[src/rtl/dcmul_pkg.sv]
package dcmul_pkg;
  // width at which recursion stops (1 or 2)
  localparam int unsigned DefLeafW = 2;

  function automatic bit is_pow2(input int unsigned v);
    return (v != 0) && ((v & (v - 1)) == 0);
  endfunction
endpackage

[src/rtl/dcmul_leaf.sv]
module dcmul_leaf #(
  parameter int unsigned W = 2
) (
  input  logic [W-1:0]   a_i,
  input  logic [W-1:0]   b_i,
  output logic [2*W-1:0] p_o
);
  if (W == 1) begin : g_and
    assign p_o = {1'b0, a_i[0] & b_i[0]};
  end else begin : g_two
    logic c_lo, c_hi;
    assign c_lo   = a_i[1] & b_i[0];
    assign c_hi   = a_i[0] & b_i[1];
    assign p_o[0] = a_i[0] & b_i[0];
    assign p_o[1] = c_lo ^ c_hi;
    assign p_o[2] = (a_i[1] & b_i[1]) ^ (c_lo & c_hi);
    assign p_o[3] = a_i[1] & b_i[1] & c_lo & c_hi;
  end
endmodule

[src/rtl/dcmul_stitch.sv]
module dcmul_stitch #(
  parameter int unsigned W = 4
) (
  input  logic [W-1:0]   hh_i,
  input  logic [W-1:0]   hl_i,
  input  logic [W-1:0]   lh_i,
  input  logic [W-1:0]   ll_i,
  output logic [2*W-1:0] p_o
);
  localparam int unsigned H = W / 2;

  logic [W:0]     mid;
  logic [2*W-1:0] mid_al;

  // cross terms summed first, then one aligned add onto {hh,ll}
  assign mid    = {1'b0, hl_i} + {1'b0, lh_i};
  assign mid_al = {{(W-1){1'b0}}, mid} << H;
  assign p_o    = {hh_i, ll_i} + mid_al;
endmodule

[src/rtl/dcmul_core.sv]
module dcmul_core #(
  parameter int unsigned W      = 8,
  parameter int unsigned LEAF_W = dcmul_pkg::DefLeafW
) (
  input  logic [W-1:0]   a_i,
  input  logic [W-1:0]   b_i,
  output logic [2*W-1:0] p_o
);
  localparam int unsigned H = W / 2;

  if (W <= LEAF_W) begin : g_leaf
    dcmul_leaf #(.W(W)) i_leaf (.a_i(a_i), .b_i(b_i), .p_o(p_o));
  end else begin : g_split
    logic [W-1:0] p_hh, p_hl, p_lh, p_ll;

    dcmul_core #(.W(H), .LEAF_W(LEAF_W)) i_hh (
      .a_i(a_i[W-1:H]), .b_i(b_i[W-1:H]), .p_o(p_hh));
    dcmul_core #(.W(H), .LEAF_W(LEAF_W)) i_hl (
      .a_i(a_i[W-1:H]), .b_i(b_i[H-1:0]), .p_o(p_hl));
    dcmul_core #(.W(H), .LEAF_W(LEAF_W)) i_lh (
      .a_i(a_i[H-1:0]), .b_i(b_i[W-1:H]), .p_o(p_lh));
    dcmul_core #(.W(H), .LEAF_W(LEAF_W)) i_ll (
      .a_i(a_i[H-1:0]), .b_i(b_i[H-1:0]), .p_o(p_ll));

    dcmul_stitch #(.W(W)) i_stitch (
      .hh_i(p_hh), .hl_i(p_hl), .lh_i(p_lh), .ll_i(p_ll), .p_o(p_o));
  end
endmodule

[src/rtl/dcmul_top.sv]
module dcmul_top #(
  parameter int unsigned N       = 8,
  parameter int unsigned LEAF_W  = dcmul_pkg::DefLeafW,
  parameter bit          OUT_REG = 1'b1
) (
  input  logic           clk_i,
  input  logic           rst_ni,
  input  logic [N-1:0]   a_i,
  input  logic [N-1:0]   b_i,
  output logic [2*N-1:0] prod_o
);
  localparam int unsigned PW = 2 * N;

  initial begin
    if (!dcmul_pkg::is_pow2(N) || N < 2) $error("N must be a power of two >= 2");
    if (LEAF_W != 1 && LEAF_W != 2) $error("LEAF_W must be 1 or 2");
  end

  logic [PW-1:0] prod_c;

  dcmul_core #(.W(N), .LEAF_W(LEAF_W)) i_core (
    .a_i(a_i), .b_i(b_i), .p_o(prod_c));

  if (OUT_REG) begin : g_reg
    logic [PW-1:0] prod_q;
    always_ff @(posedge clk_i or negedge rst_ni) begin
      if (!rst_ni) prod_q <= '0;
      else         prod_q <= prod_c;
    end
    assign prod_o = prod_q;
  end else begin : g_comb
    assign prod_o = prod_c;
  end
endmodule

[config.mk]
export PLATFORM = sky130hd
export DESIGN_NAME = dcmul_top
export DESIGN_NICKNAME = d
export VERILOG_FILES = /design/src/rtl/dcmul_pkg.sv /design/src/rtl/dcmul_leaf.sv /design/src/rtl/dcmul_stitch.sv /design/src/rtl/dcmul_core.sv /design/src/rtl/dcmul_top.sv
export SDC_FILE = /design/constraint.sdc
export NUM_CORES = 1
export LEC_CHECK = 0
export BUFFER_PORTS_ARGS = -buffer_cell sky130_fd_sc_hd__buf_2
export CAP_MARGIN = 20
export CORE_ASPECT_RATIO = 2
export CORE_MARGIN = 10
export CORE_UTILIZATION = 34
export DETAILED_ROUTE_END_ITERATION = 7
export GPL_TIMING_DRIVEN = 0
export MAX_ROUTING_LAYER = met4
export PLACE_DENSITY_LB_ADDON = 0.25
export SKIP_LAST_GASP = 1
export SYNTH_ARGS = -nofsm -noshare
export SYNTH_HDL_FRONTEND = slang
export SYNTH_SLANG_ARGS = --single-unit
[constraint.sdc]
create_clock -name clk_i -period 0.8 [get_ports clk_i]
set_input_delay 0.04 -clock clk_i [delete_from_list [all_inputs] [get_ports clk_i]]
set_output_delay 0.04 -clock clk_i [all_outputs]
set_load 0.01 [all_outputs]
* After elaboration in Yosys (flattened, before gate mapping)
Index checks and enable logic that the tools add are counted.
** Cells by class
- Bitwise operators :: 144
- $add $sub $neg :: 10
** Operators with widths (count)
- 1-bit bitwise AND :: 112
- 8-bit by 7-bit adder with 8-bit output :: 4
- 1-bit XOR :: 32
- 4-bit by 4-bit adder with 5-bit output :: 4
- 16-bit by 13-bit adder with 16-bit output :: 1
- 8-bit by 8-bit adder with 9-bit output :: 1
** Word-level totals
- Flip-flop bits (word level) :: 16
- Output and inout port bits :: 16
- Logic and storage cells :: 155
- Bits of input ports :: 18

* Logic depth before layout (Yosys ltp)
Gate-level depths: netlist of run 1.
- Depth after elaboration :: 7
- Mapped depth :: 21
- Depth with buffers taken out :: 20

* Hierarchy
From an unflattened synthesis of run 1, not the netlist that was laid out.
** Unflattened totals
- Cells, all modules :: 371
- Area, all modules :: 3339.5 um^2
** Modules (own cells, without submodules)
- dcmul_stitch (i_core.g_split.i_hh.g_split.i_stitch ...) :: cells each 36, seq. area each 0.0 um^2, times used 4, area an instance 326.6 um^2
- dcmul_leaf :: cells each 7, seq. area each 0.0 um^2, times used 16, area an instance 52.6 um^2
- dcmul_stitch (i_core.g_split.i_stitch) :: cells each 99, seq. area each 0.0 um^2, times used 1, area an instance 792.0 um^2
- dcmul_top :: cells each 16, seq. area each 400.4 um^2, times used 1, area an instance 400.4 um^2

* Worst setup path after synthesis of run 1
OpenSTA, ideal clock, no wires.
- Path type :: in2reg
- Start :: input b_i[1]
- End :: register g_reg.prod_q[14] (netlist: prod_o[14])
- Arrival :: 3.844 ns
- Library setup time :: 0.080 ns
- Stages :: 20
- Required time :: 0.720 ns
- Setup slack :: -3.124 ns
- Cells stage by stage :: clkbuf_1 and2_1 ha_1 inv_1 fa_1 inv_1 ha_1 a21o_1 a21oi_1 xnor2_1 ha_1 or3_1 o22ai_1 xnor2_1 ha_1 a21oi_1 nand2_1 o211a_1 o21ai_2 xnor2_1
** Between the ends
- Word-level cells in the longest chain between the ends :: 7
- Elaborated cells on any way between the ends :: 34
- Classes of those cells :: add/sub: 6; bitwise: 28
** Ends and longest elaborated chain
- start, declared :: line dcmul_top.sv:9 : input logic [N-1:0] b_i,
- 1-bit bitwise AND, on equally long branches :: line dcmul_leaf.sv:13, dcmul_leaf.sv:16, dcmul_leaf.sv:17
- 1-bit bitwise AND, on equally long branches :: line dcmul_leaf.sv:16, dcmul_leaf.sv:17
- 1-bit XOR or 1-bit bitwise AND (tied branches) :: line dcmul_leaf.sv:16, dcmul_leaf.sv:17
- 4-bit by 4-bit adder with 5-bit output :: line dcmul_stitch.sv:16 : assign mid = {1'b0, hl_i} + {1'b0, lh_i};
- 8-bit by 7-bit adder with 8-bit output :: line dcmul_stitch.sv:18 : assign p_o = {hh_i, ll_i} + mid_al;
- 8-bit by 8-bit adder with 9-bit output :: line dcmul_stitch.sv:16
- 16-bit by 13-bit adder with 16-bit output * :: line dcmul_stitch.sv:18
- net i_core.g_split.i_stitch.p_o[14] :: line dcmul_stitch.sv:8 : output logic [2*W-1:0] p_o
- end signal, assigned :: line dcmul_top.sv:28 : else prod_q <= prod_c;
- end, declared :: line dcmul_top.sv:25 : logic [PW-1:0] prod_q;
The timed path passes the listed nets; every way through them passes the cells marked *.

* Worst setup path in the final report of run 1
- Start :: input b_i[4]
- End :: register g_reg.prod_q[15] (netlist: prod_o[15])
** Between the ends
- Word-level cells in the longest chain between the ends :: 7
- Elaborated cells on any way between the ends :: 34
- Classes of those cells :: add/sub: 6; bitwise: 28
** Ends and longest elaborated chain
- 1-bit bitwise AND :: line dcmul_leaf.sv:12 : assign c_lo = a_i[1] & b_i[0];
- 1-bit bitwise AND, on equally long branches :: line dcmul_leaf.sv:16, dcmul_leaf.sv:17
- 1-bit XOR or 1-bit bitwise AND (tied branches) :: line dcmul_leaf.sv:16, dcmul_leaf.sv:17
- 4-bit by 4-bit adder with 5-bit output :: line dcmul_stitch.sv:16
- 8-bit by 7-bit adder with 8-bit output :: line dcmul_stitch.sv:18
- 8-bit by 8-bit adder with 9-bit output :: line dcmul_stitch.sv:16
- 16-bit by 13-bit adder with 16-bit output * :: line dcmul_stitch.sv:18
- net i_core.g_split.i_stitch.p_o[15] :: line dcmul_stitch.sv:8
Marked as above.

==> summary.txt, run 1 <==
setup ws final: -2.869 ns
htree depth: 1
relative slew slack: 72.51%
crit path DAT: 3.79 ns
first-pass iteration count of the detailed router: 4
Die Height: 156.4 um
Final Cycle Share: 458.6%
Port Buf Inserts: 29
fin. max-slew vios: 0
failing checks: negative setup slack
synth unique cells: 38
Max Cap Viol: 0
Syn Area/Cell: 8.435 um2
ys async rst share: 100.0%
Worst Setup SP: b_i[4]
ys flop type: dfrtp_1
DR vias/cell: 5.102
f_max: 272.6 MHz
Total Routing Usage GR: 12.71%
Area contributors post-synth: ha_1 27%, dfrtp_1 13%, xnor2_1 12%, and2_1 8.1%, fa_1 6.3%
Mapped Cells: 375
initial antenna violation count: 0
via count: 2755
Routed WL: 8581 um
Initial Util: 34.86%
Hold Slack: 0.05933 ns
Crit Path Category: in2reg
area leader, netlist: ha_1
placed instance area: 3737 um2
share of layout cells above drive strength 1: 40.18%
placer's final routability congestion estimate: 0.8741
DRC violations left: 0
EDFF count, synth: 0
Setup-failing EPs final: 14
Largest register FFs: 16
Final Cell Area: 4503 um2
min Tclk post-route: 3.669 ns
synth cell count leaders: 69 x ha_1, 45 x xnor2_1, 41 x and2_1, 30 x nand2_1, 28 x inv_1
count leader, synth: ha_1
clock sinks: 16
peak fanout along the critical path: 4
CTS Buf Count: 3
CTS Buffer Depth: 2
Ports: 34
Worst Hold Class: in2reg
Nets: 536
CP required: 0.92 ns
Yosys top cell area share: 27.29%
Die Area: 13790 um2
CP Launch Type: input port
sequential element share of the synthesized area: 12.66%
hpwl dp: 6562 um
Routed wire per std cell: 15.89 um
Detail Route Antenna Nets: 0
Root Driver: clkbuf_16
largest net degree at the start of global routing: 17
Ys Warns: 0
first-pass GRT wire length: 13760 um
RSZ-0062 raised after global routing: yes
Layout Utilization: 49.63%
Final Hold Vio Count: 0
total global routing overflow: 0
number of global-route vias before repair: 2971
Post-Syn Nets: 472
first-iteration detailed-routing DRC count: 72
Worst setup EP type: flip-flop
area delta synth->final: 42.37%
pwr dens: 2652 nW/um2
Die W: 88.20 um
Leak: 2.197 nW
Synth Cell Area: 3163 um2
placed cells: 506
VDD IR max: 0.001321 V
CTS tree: done
status: complete, but fails checks
Yosys reg bits: 16
Diodes inserted: 0
FP Rows: 49
Core Region: 9074 um2
crit path to: prod_o[15]
clock slew at reported path FFs: 0.05 ns
Non-Filler Instances: 540
measured slew at the worst slew-check pin: 0.4108 ns
==> metrics by stage <==
stage	setup slack [ns]	setup TNS, ns	total power [W]
6_report	-2.869	-29.05	0.01194
5_1_grt	-3.055	-30.62	0.01298
4_1_cts	-2.969	-28.21	0.01003
3_5_place_dp	-3.340	-32.46	0.007625
3_3_place_gp	-3.302	-32.05	0.007517
2_1_floorplan	-2.898	-27.69	0.006299
==> per-layer routing <==
metal  share of wire (%)  track usage, %  up-vias
met1                  33           11.16     1306
met5                   0               -        -
met4                 3.9           6.119        0
met2                  61           25.34       41
met3                 2.1           1.144       20
li1                    -               -     1388
==> what timing repair did <==
item / CTS / global route
setup endpoints to repair: 14 / 17
gates resized for setup: 40 / 56
endpoints found under the hold margin: 16 / 0
setup buffers: 16 / 15
hold buffers: 1 / 0
pin swaps: 38 / 68
==> cells by family (layout without fill, tap and decap cells) <==
| kind of cell | after synthesis | in the layout | synth area share [%] |
|---|---|---|---|
| compound gates | 68 | 68 | 13.85 |
| xor+xnor | 53 | 53 | 14.68 |
| fa+ha+maj | 79 | 79 | 33.62 |
| buf+inv | 36 | 99 | 4.509 |
| flops | 16 | 16 | 12.66 |
| simple gates | 123 | 123 | 20.69 |
==> layout make-up <==
class                   count  area (um2)
flip-flops and latches     16       400.4
repair buffers             59       483.0
plain buffers               8       117.6
well taps                 102       127.6
multi-input cells         323        3181
fillers                   864        4571
clock buffers               4       88.84
inverters                  28       105.1
==> how the worst min path moves through the flow <==
stage,start,to,cells past startpoint
after floorplan,rst_ni,prod_o[0],0
after global placement,rst_ni,prod_o[0],1
after detailed placement,rst_ni,prod_o[1],1
after CTS,a_i[0],prod_o[0],2
after global routing,a_i[0],prod_o[0],2
final,a_i[0],prod_o[0],2
==> power breakdown <==
group	leakage, nW	internal (W)	switching, W	total [W]
Combinational	1.96	0.00503	0.00458	0.00961
Sequential	0.191	0.00119	0.0000667	0.00126
Clock	0.0442	0.000759	0.000312	0.00107
Total	2.20	0.00699	0.00496	0.0119
==> cell usage in the layout, fill, tap and decap left out, types with 11 or more instances in the layout <==
cell | Yosys | final
inv_1 | 28 | 21
xnor2_2 | 0 | 11
dfrtp_1 | 16 | 16
xnor2_1 | 45 | 34
buf_4 | 2 | 19
buf_2 | 0 | 18
and2_1 | 41 | 28
buf_6 | 0 | 23
ha_1 | 69 | 43
and2_4 | 0 | 14
nor2_1 | 26 | 22
nand2_1 | 30 | 27
a21o_1 | 16 | 16
ha_4 | 0 | 18
==> critical path: stages <==
cell and delay (ns):
buf_6 0.10, buf_8 0.12, and2_4 0.14, ha_4 0.26
inv_2 0.04, fa_2 0.57, inv_2 0.05, ha_4 0.20
a21o_1 0.16, a21oi_2 0.16, xnor2_1 0.15, ha_2 0.31
o21a_1 0.22, buf_6 0.13, o31ai_4 0.05, a21oi_1 0.12
ha_1 0.40, o21ai_0 0.13, nand2b_1 0.15, o2111ai_2 0.12
xor2_1 0.16
Note: power is estimated with default switching activity, not from simulation.
==> run 2, diff against run 1 <==
CELL_PAD_IN_SITES_DETAIL_PLACEMENT = 0   (was default)
CELL_PAD_IN_SITES_GLOBAL_PLACEMENT = 2   (was default)
CORE_MARGIN = default   (was 10)
CORE_UTILIZATION = 33   (was 34)
==> run 2 against run 1 <==
Net effect:
- the flow finishes with violations (design-rule violations, negative setup slack)
- global-route usage grew 5.2 points
- via count is 0.44% higher
- first-iteration DRC count shrank 8.3%
- non-clock buffer count decreased by 2
- worst setup slack got worse by 0.058 ns
- critical path depth is 1 higher
- sequential cell count unchanged
- clock-buffer cell count fell by 1
- cell area grew 0.97%
- combinational power up 0.6%
- critical path type unchanged
- largest cell class unchanged
- largest power group unchanged
==> summary.txt, run 2 (synthesized netlist as in run 1, its figures left out) <==
status: complete, but fails checks (unchanged)
failing checks: design-rule violations, negative setup slack (was negative setup slack)
Root Driver: clkbuf_16 (unchanged)
Crit path max-delay family: adder cells (unchanged)
Worst Hold Class: in2reg (unchanged)
first-iteration detailed-routing DRC count: 66 (was 72)
setup ws final: -2.927 ns (was -2.869 ns)
Worst setup EP type: flip-flop (unchanged)
peak fanout along the critical path: 4 (unchanged)
first-pass iteration count of the detailed router: 6 (was 4)
Final Hold Vio Count: 0 (unchanged)
Place WS: -3.488 ns (was -3.340 ns)
Die Height: 140.5 um (was 156.4 um)
via count: 2767 (was 2755)
crit path DAT: 3.86 ns (was 3.79 ns)
htree depth: 1 (unchanged)
largest net degree at the start of global routing: 17 (unchanged)
Leak: 2.205 nW (was 2.197 nW)
clock sinks: 16 (unchanged)
VDD IR max: 0.001265 V (was 0.001321 V)
Hold Slack: 0.07032 ns (was 0.05933 ns)
FP Rows: 50 (was 49)
initial antenna violation count: 0 (unchanged)
CP peak stage delay: 0.47 ns (was 0.57 ns)
pwr dens: 2614 nW/um2 (was 2652 nW/um2)
DRC violations left: 3 (was 0)
DR vias/cell: 5.134 (was 5.102)
RSZ-0062 raised after global routing: yes (unchanged)
Core Region: 9321 um2 (was 9074 um2)
Crit Path Category: in2reg (unchanged)
CTS Buf Count: 3 (unchanged)
placer's final routability congestion estimate: 0.7776 (was 0.8741)
Largest register FFs: 16 (unchanged)
Total Routing Usage GR: 17.95% (was 12.71%)
Layout Utilization: 48.78% (was 49.63%)
Initial Util: 33.93% (was 34.86%)
number of global-route vias before repair: 2826 (was 2971)
Port Buf Inserts: 29 (unchanged)
fin. max-slew vios: 0 (unchanged)
clock slew at reported path FFs: 0.05 ns (about the same)
f_max: 268.3 MHz (was 272.6 MHz)
hpwl dp: 6596 um (was 6562 um)
min Tclk post-route: 3.727 ns (was 3.669 ns)
measured slew at the worst slew-check pin: 0.3932 ns (was 0.4108 ns)
Final Cycle Share: 465.8% (was 458.6%)
Routed WL: 8426 um (was 8581 um)
total global routing overflow: 0 (unchanged)
area delta synth->final: 43.75% (was 42.37%)
CTS Buffer Depth: 2 (unchanged)
CTS tree: done (unchanged)
Die Area: 10000 um2 (was 13790 um2)
CP required: 0.93 ns (was 0.92 ns)
worst path bufs/invs: 5 (unchanged)
Nets: 534 (was 536)
critical path's slowest cell: fa_2 (unchanged)
first-pass GRT wire length: 13390 um (was 13760 um)
relative slew slack: 73.79% (was 72.51%)
Die W: 71.23 um (was 88.20 um)
CP Launch Type: input port (unchanged)
share of layout cells above drive strength 1: 41.61% (was 40.18%)
critical path, cell by cell: buf_6 -> buf_8 -> and2_4 -> ha_4 -> inv_2 -> fa_2 -> buf_6 -> fa_2 -> inv_2 -> a21o_1 -> a21oi_2 -> xnor2_2 -> ha_2 -> or3_1 -> o22ai_2 -> xnor2_2 -> ha_4 -> a21oi_4 -> nand2_2 -> o211a_1 -> o21ai_2 -> xnor2_1 (was buf_6 -> buf_8 -> and2_4 -> ha_4 -> inv_2 -> fa_2 -> inv_2 -> ha_4 -> a21o_1 -> a21oi_2 -> xnor2_1 -> ha_2 -> o21a_1 -> buf_6 -> o31ai_4 -> a21oi_1 -> ha_1 -> o21ai_0 -> nand2b_1 -> o2111ai_2 -> xor2_1)
most frequent cells in the layout: 43 x ha_1, 31 x xnor2_1, 28 x and2_1 (was 43 x ha_1, 34 x xnor2_1, 28 x and2_1)
Ports: 34 (unchanged)
Detail Route Antenna Nets: 0 (unchanged)
total power: 0.01188 W (was 0.01194 W)
Routed wire per std cell: 15.63 um (was 15.89 um)
most common cell after layout, fill and taps aside: ha_1 (unchanged)
Diodes inserted: 0 (unchanged)
Setup-failing EPs final: 14 (unchanged)
Max Cap Viol: 0 (unchanged)
run 2: changes by cell type in the layout (fill, tap and decap cells not counted), sizes merged:
cell	previous run	this run
clkbuf	6	5
buf	64	62
run 2: report_power, final:
part / total, W / switching (W) / internal [W]
sequential: 0.00126 / 0.0000623 / 0.00119
combinational: 0.00967 / 0.00457 / 0.00509
clock: 0.000962 / 0.000306 / 0.000656
total: 0.0119 / 0.00494 / 0.00694
run 2: per-layer routing:
layer | GRT usage, % | vias to the layer above | part of all wire [%]
met5 | - | - | 0
met1 | 17.24 | 1333 | 38
met2 | 35.39 | 33 | 57
met3 | 0.7194 | 16 | 1.3
li1 | - | 1385 | -
met4 | 8.211 | 0 | 3.7
run 2: cell type report:
cell class              instances  area (um2)
plain buffers                   8       122.6
clock buffers                   3       75.07
fillers                       913        4775
inverters                      28       105.1
multi-input cells             323        3261
flip-flops and latches         16       400.4
well taps                     104       130.1
repair buffers                 57       452.9
run 2: final timing paths:
| kind | startpoint | end | cells after the start |
|---|---|---|---|
| min | a_i[0] | prod_o[0] | 2 |
| max | b_i[4] | prod_o[14] | 22 |
| max in group asynchronous | rst_ni | prod_o[7] | 2 |
| min in group asynchronous | rst_ni | prod_o[8] | 2 |
run 2: what timing repair did:
action,4_1_cts,5_1_grt
gates cloned,0,0
setup buffers,16,11
hold buffers,1,0
setup endpoints to repair,14,14
pin swaps,40,53
endpoints found under the hold margin,16,0
resized for setup,40,66
run 2: stage by stage:
stage | cells | setup TNS (ns) | area (um2)
after floorplan | 375 | -27.69 | 3465
after global placement | 508 | -33.13 | 3740
after detailed placement | 508 | -33.26 | 3740
after CTS | 528 | -28.58 | 4134
after global routing | 539 | -28.99 | 4547
final | 539 | -27.71 | 4547
==> run 3, diff against run 2 <==
SETUP_SLACK_MARGIN = 0.3   (was default)
==> run 3 against run 2 <==
Net effect:
- the run ends with design-rule violations, negative hold slack, negative setup slack left
- cell area grew 1.2%
- global-route usage grew 0.063 points
- clock power about the same
- sequential cell count is the same
- sequential power about the same
- non-clock buffer count unchanged
- highest routed layer unchanged
==> summary.txt, run 3 (synthesized netlist as in run 1, its figures left out) <==
Routed WL: 8565 um (was 8426 um)
Root Driver: clkbuf_16 (unchanged)
area delta synth->final: 45.53% (was 43.75%)
most frequent cells in the layout: 42 x ha_1, 30 x xnor2_1, 28 x and2_1 (was 43 x ha_1, 31 x xnor2_1, 28 x and2_1)
Largest register FFs: 16 (unchanged)
Total Routing Usage GR: 18.01% (was 17.95%)
largest net degree at the start of global routing: 17 (unchanged)
share of layout cells above drive strength 1: 42.30% (was 41.61%)
worst path bufs/invs: 5 (unchanged)
Core Region: 9321 um2 (unchanged)
clock sinks: 16 (unchanged)
Ports: 34 (unchanged)
critical path's slowest cell: fa_2 (unchanged)
internal power: 0.006968 W (was 0.006942 W)
placed cells: 508 (unchanged)
f_max: 269.0 MHz (was 268.3 MHz)
Diodes inserted: 0 (unchanged)
Port Buf Inserts: 29 (unchanged)
initial antenna violation count: 0 (unchanged)
first-pass iteration count of the detailed router: 6 (unchanged)
number of global-route vias before repair: 2826 (unchanged)
Clk pwr share: 8.1% (about the same)
setup ws final: -2.917 ns (was -2.927 ns)
pwr dens: 2591 nW/um2 (was 2614 nW/um2)
Leak: 2.221 nW (was 2.205 nW)
via count: 2761 (was 2767)
DRC violations left: 3 (unchanged)
Routed wire per std cell: 15.89 um (was 15.63 um)
Setup-failing EPs final: 13 (was 14)
Crit Path Category: in2reg (unchanged)
Max Cap Viol: 0 (unchanged)
Final Hold Vio Count: 16 (was 0)
Layout Utilization: 49.38% (was 48.78%)
CTS Buf Count: 3 (unchanged)
VDD IR max: 0.001272 V (was 0.001265 V)
CTS Buffer Depth: 2 (unchanged)
first-iteration detailed-routing DRC count: 56 (was 66)
hpwl dp: 6596 um (unchanged)
CP Launch Type: input port (unchanged)
sw power: 0.004958 W (was 0.004942 W)
Detail Route Antenna Nets: 0 (unchanged)
switching share of power: 41.57% (was 41.59%)
CP peak stage delay: 0.47 ns (about the same)
placer's final routability congestion estimate: 0.7776 (unchanged)
peak fanout along the critical path: 4 (unchanged)
total power: 0.01193 W (was 0.01188 W)
Nets: 534 (unchanged)
relative slew slack: 73.78% (was 73.79%)
CP required: 0.93 ns (about the same)
CTS tree: done (unchanged)
FP Rows: 50 (unchanged)
Die Area: 10000 um2 (unchanged)
Worst setup EP type: flip-flop (unchanged)
Worst Hold Class: in2async (was in2reg)
critical path, cell by cell: buf_6 -> buf_8 -> and2_4 -> ha_4 -> inv_2 -> fa_2 -> buf_6 -> fa_2 -> inv_2 -> a21o_1 -> a21oi_2 -> xnor2_2 -> ha_2 -> or3_1 -> o22ai_2 -> xnor2_2 -> ha_4 -> a21oi_4 -> nand2_2 -> o211a_1 -> o21ai_2 -> xnor2_1 (unchanged)
Initial Util: 33.93% (unchanged)
status: complete, but fails checks (unchanged)
min Tclk post-route: 3.717 ns (was 3.727 ns)
DR vias/cell: 5.122 (was 5.134)
crit path DAT: 3.85 ns (was 3.86 ns)
Comb pwr share: 81.4% (was 81.3%)
failing checks: design-rule violations, negative hold slack, negative setup slack (was design-rule violations, negative setup slack)
measured slew at the worst slew-check pin: 0.3933 ns (was 0.3932 ns)
sequential share of power: 10.5% (was 10.6%)
Die W: 71.23 um (unchanged)
total global routing overflow: 0 (unchanged)
Non-Filler Instances: 539 (unchanged)
fin. max-slew vios: 0 (unchanged)
RSZ-0062 raised after global routing: yes (unchanged)
Hold Slack: -0.3071 ns (was 0.07032 ns)
Crit path max-delay family: adder cells (unchanged)
htree depth: 1 (unchanged)
Die Height: 140.5 um (unchanged)
Place WS: -3.488 ns (unchanged)
first-pass GRT wire length: 13430 um (was 13390 um)
Final Cycle Share: 464.6% (was 465.8%)
most common cell after layout, fill and taps aside: ha_1 (unchanged)
clock slew at reported path FFs: 0.05 ns (about the same)
-- run 3: cell types whose count changed in the layout (fill, tap and decap cells not counted), sizes merged --
cell	before	now
clkbuf	5	6
dlygate4sd3	1	0
-- run 3: timing repair --
action / 4_1_cts / 5_1_grt
endpoints found under the setup margin: 31 / 30
gates cloned: 0 / 1
hold endpoints to repair: 16 / 16
pin swaps: 40 / 52
setup buffers: 16 / 11
gates resized for setup: 43 / 67
-- run 3: final timing paths --
kind,startpoint,to,slack (ns),depth (start not counted)
min in group clk_i,a_i[0],prod_o[0],0.08,2
max in group asynchronous,rst_ni,prod_o[7],0.85,1
worst max-delay path,b_i[4],prod_o[14],-2.92,22
worst min-delay path,rst_ni,prod_o[0],-0.31,1
-- run 3: power groups by stage --
stage / Clock (W) / Combinational (W) / Sequential (W)
3_3_place_gp: 0 / 0.00636 / 0.00127
2_1_floorplan: 0 / 0.00482 / 0.00147
5_1_grt: 0.00101 / 0.0105 / 0.00129
6_report: 0.000964 / 0.00971 / 0.00126
3_5_place_dp: 0 / 0.00641 / 0.00127
4_1_cts: 0.000995 / 0.00726 / 0.00126
-- run 3: final cells by class --
cell class,instances,area [um2]
tap,104,130.1
inverter,28,105.1
sequential,16,400.4
clock buffer,3,75.07
timing repair buffer,57,467.9
fill,911,4718
buffer,8,122.6
multi-input combinational,323,3302
-- run 3: layer usage --
layer / track usage, % / routed length, um / vias up
met1: 17.34 / 3197 / 1322
met3: 0.7194 / 130 / 20
met5: - / 0 / -
li1: - / - / 1383
met4: 8.211 / 420 / 0
met2: 35.49 / 4816 / 36
-- run 3: metrics by stage --
| step | setup TNS, ns | instance area (um2) |
|---|---|---|
| after floorplan | -27.69 | 3465 |
| after global placement | -33.13 | 3740 |
| after detailed placement | -33.26 | 3740 |
| after CTS | -28.58 | 4154 |
| after global routing | -28.95 | 4603 |
| final | -27.63 | 4603 |
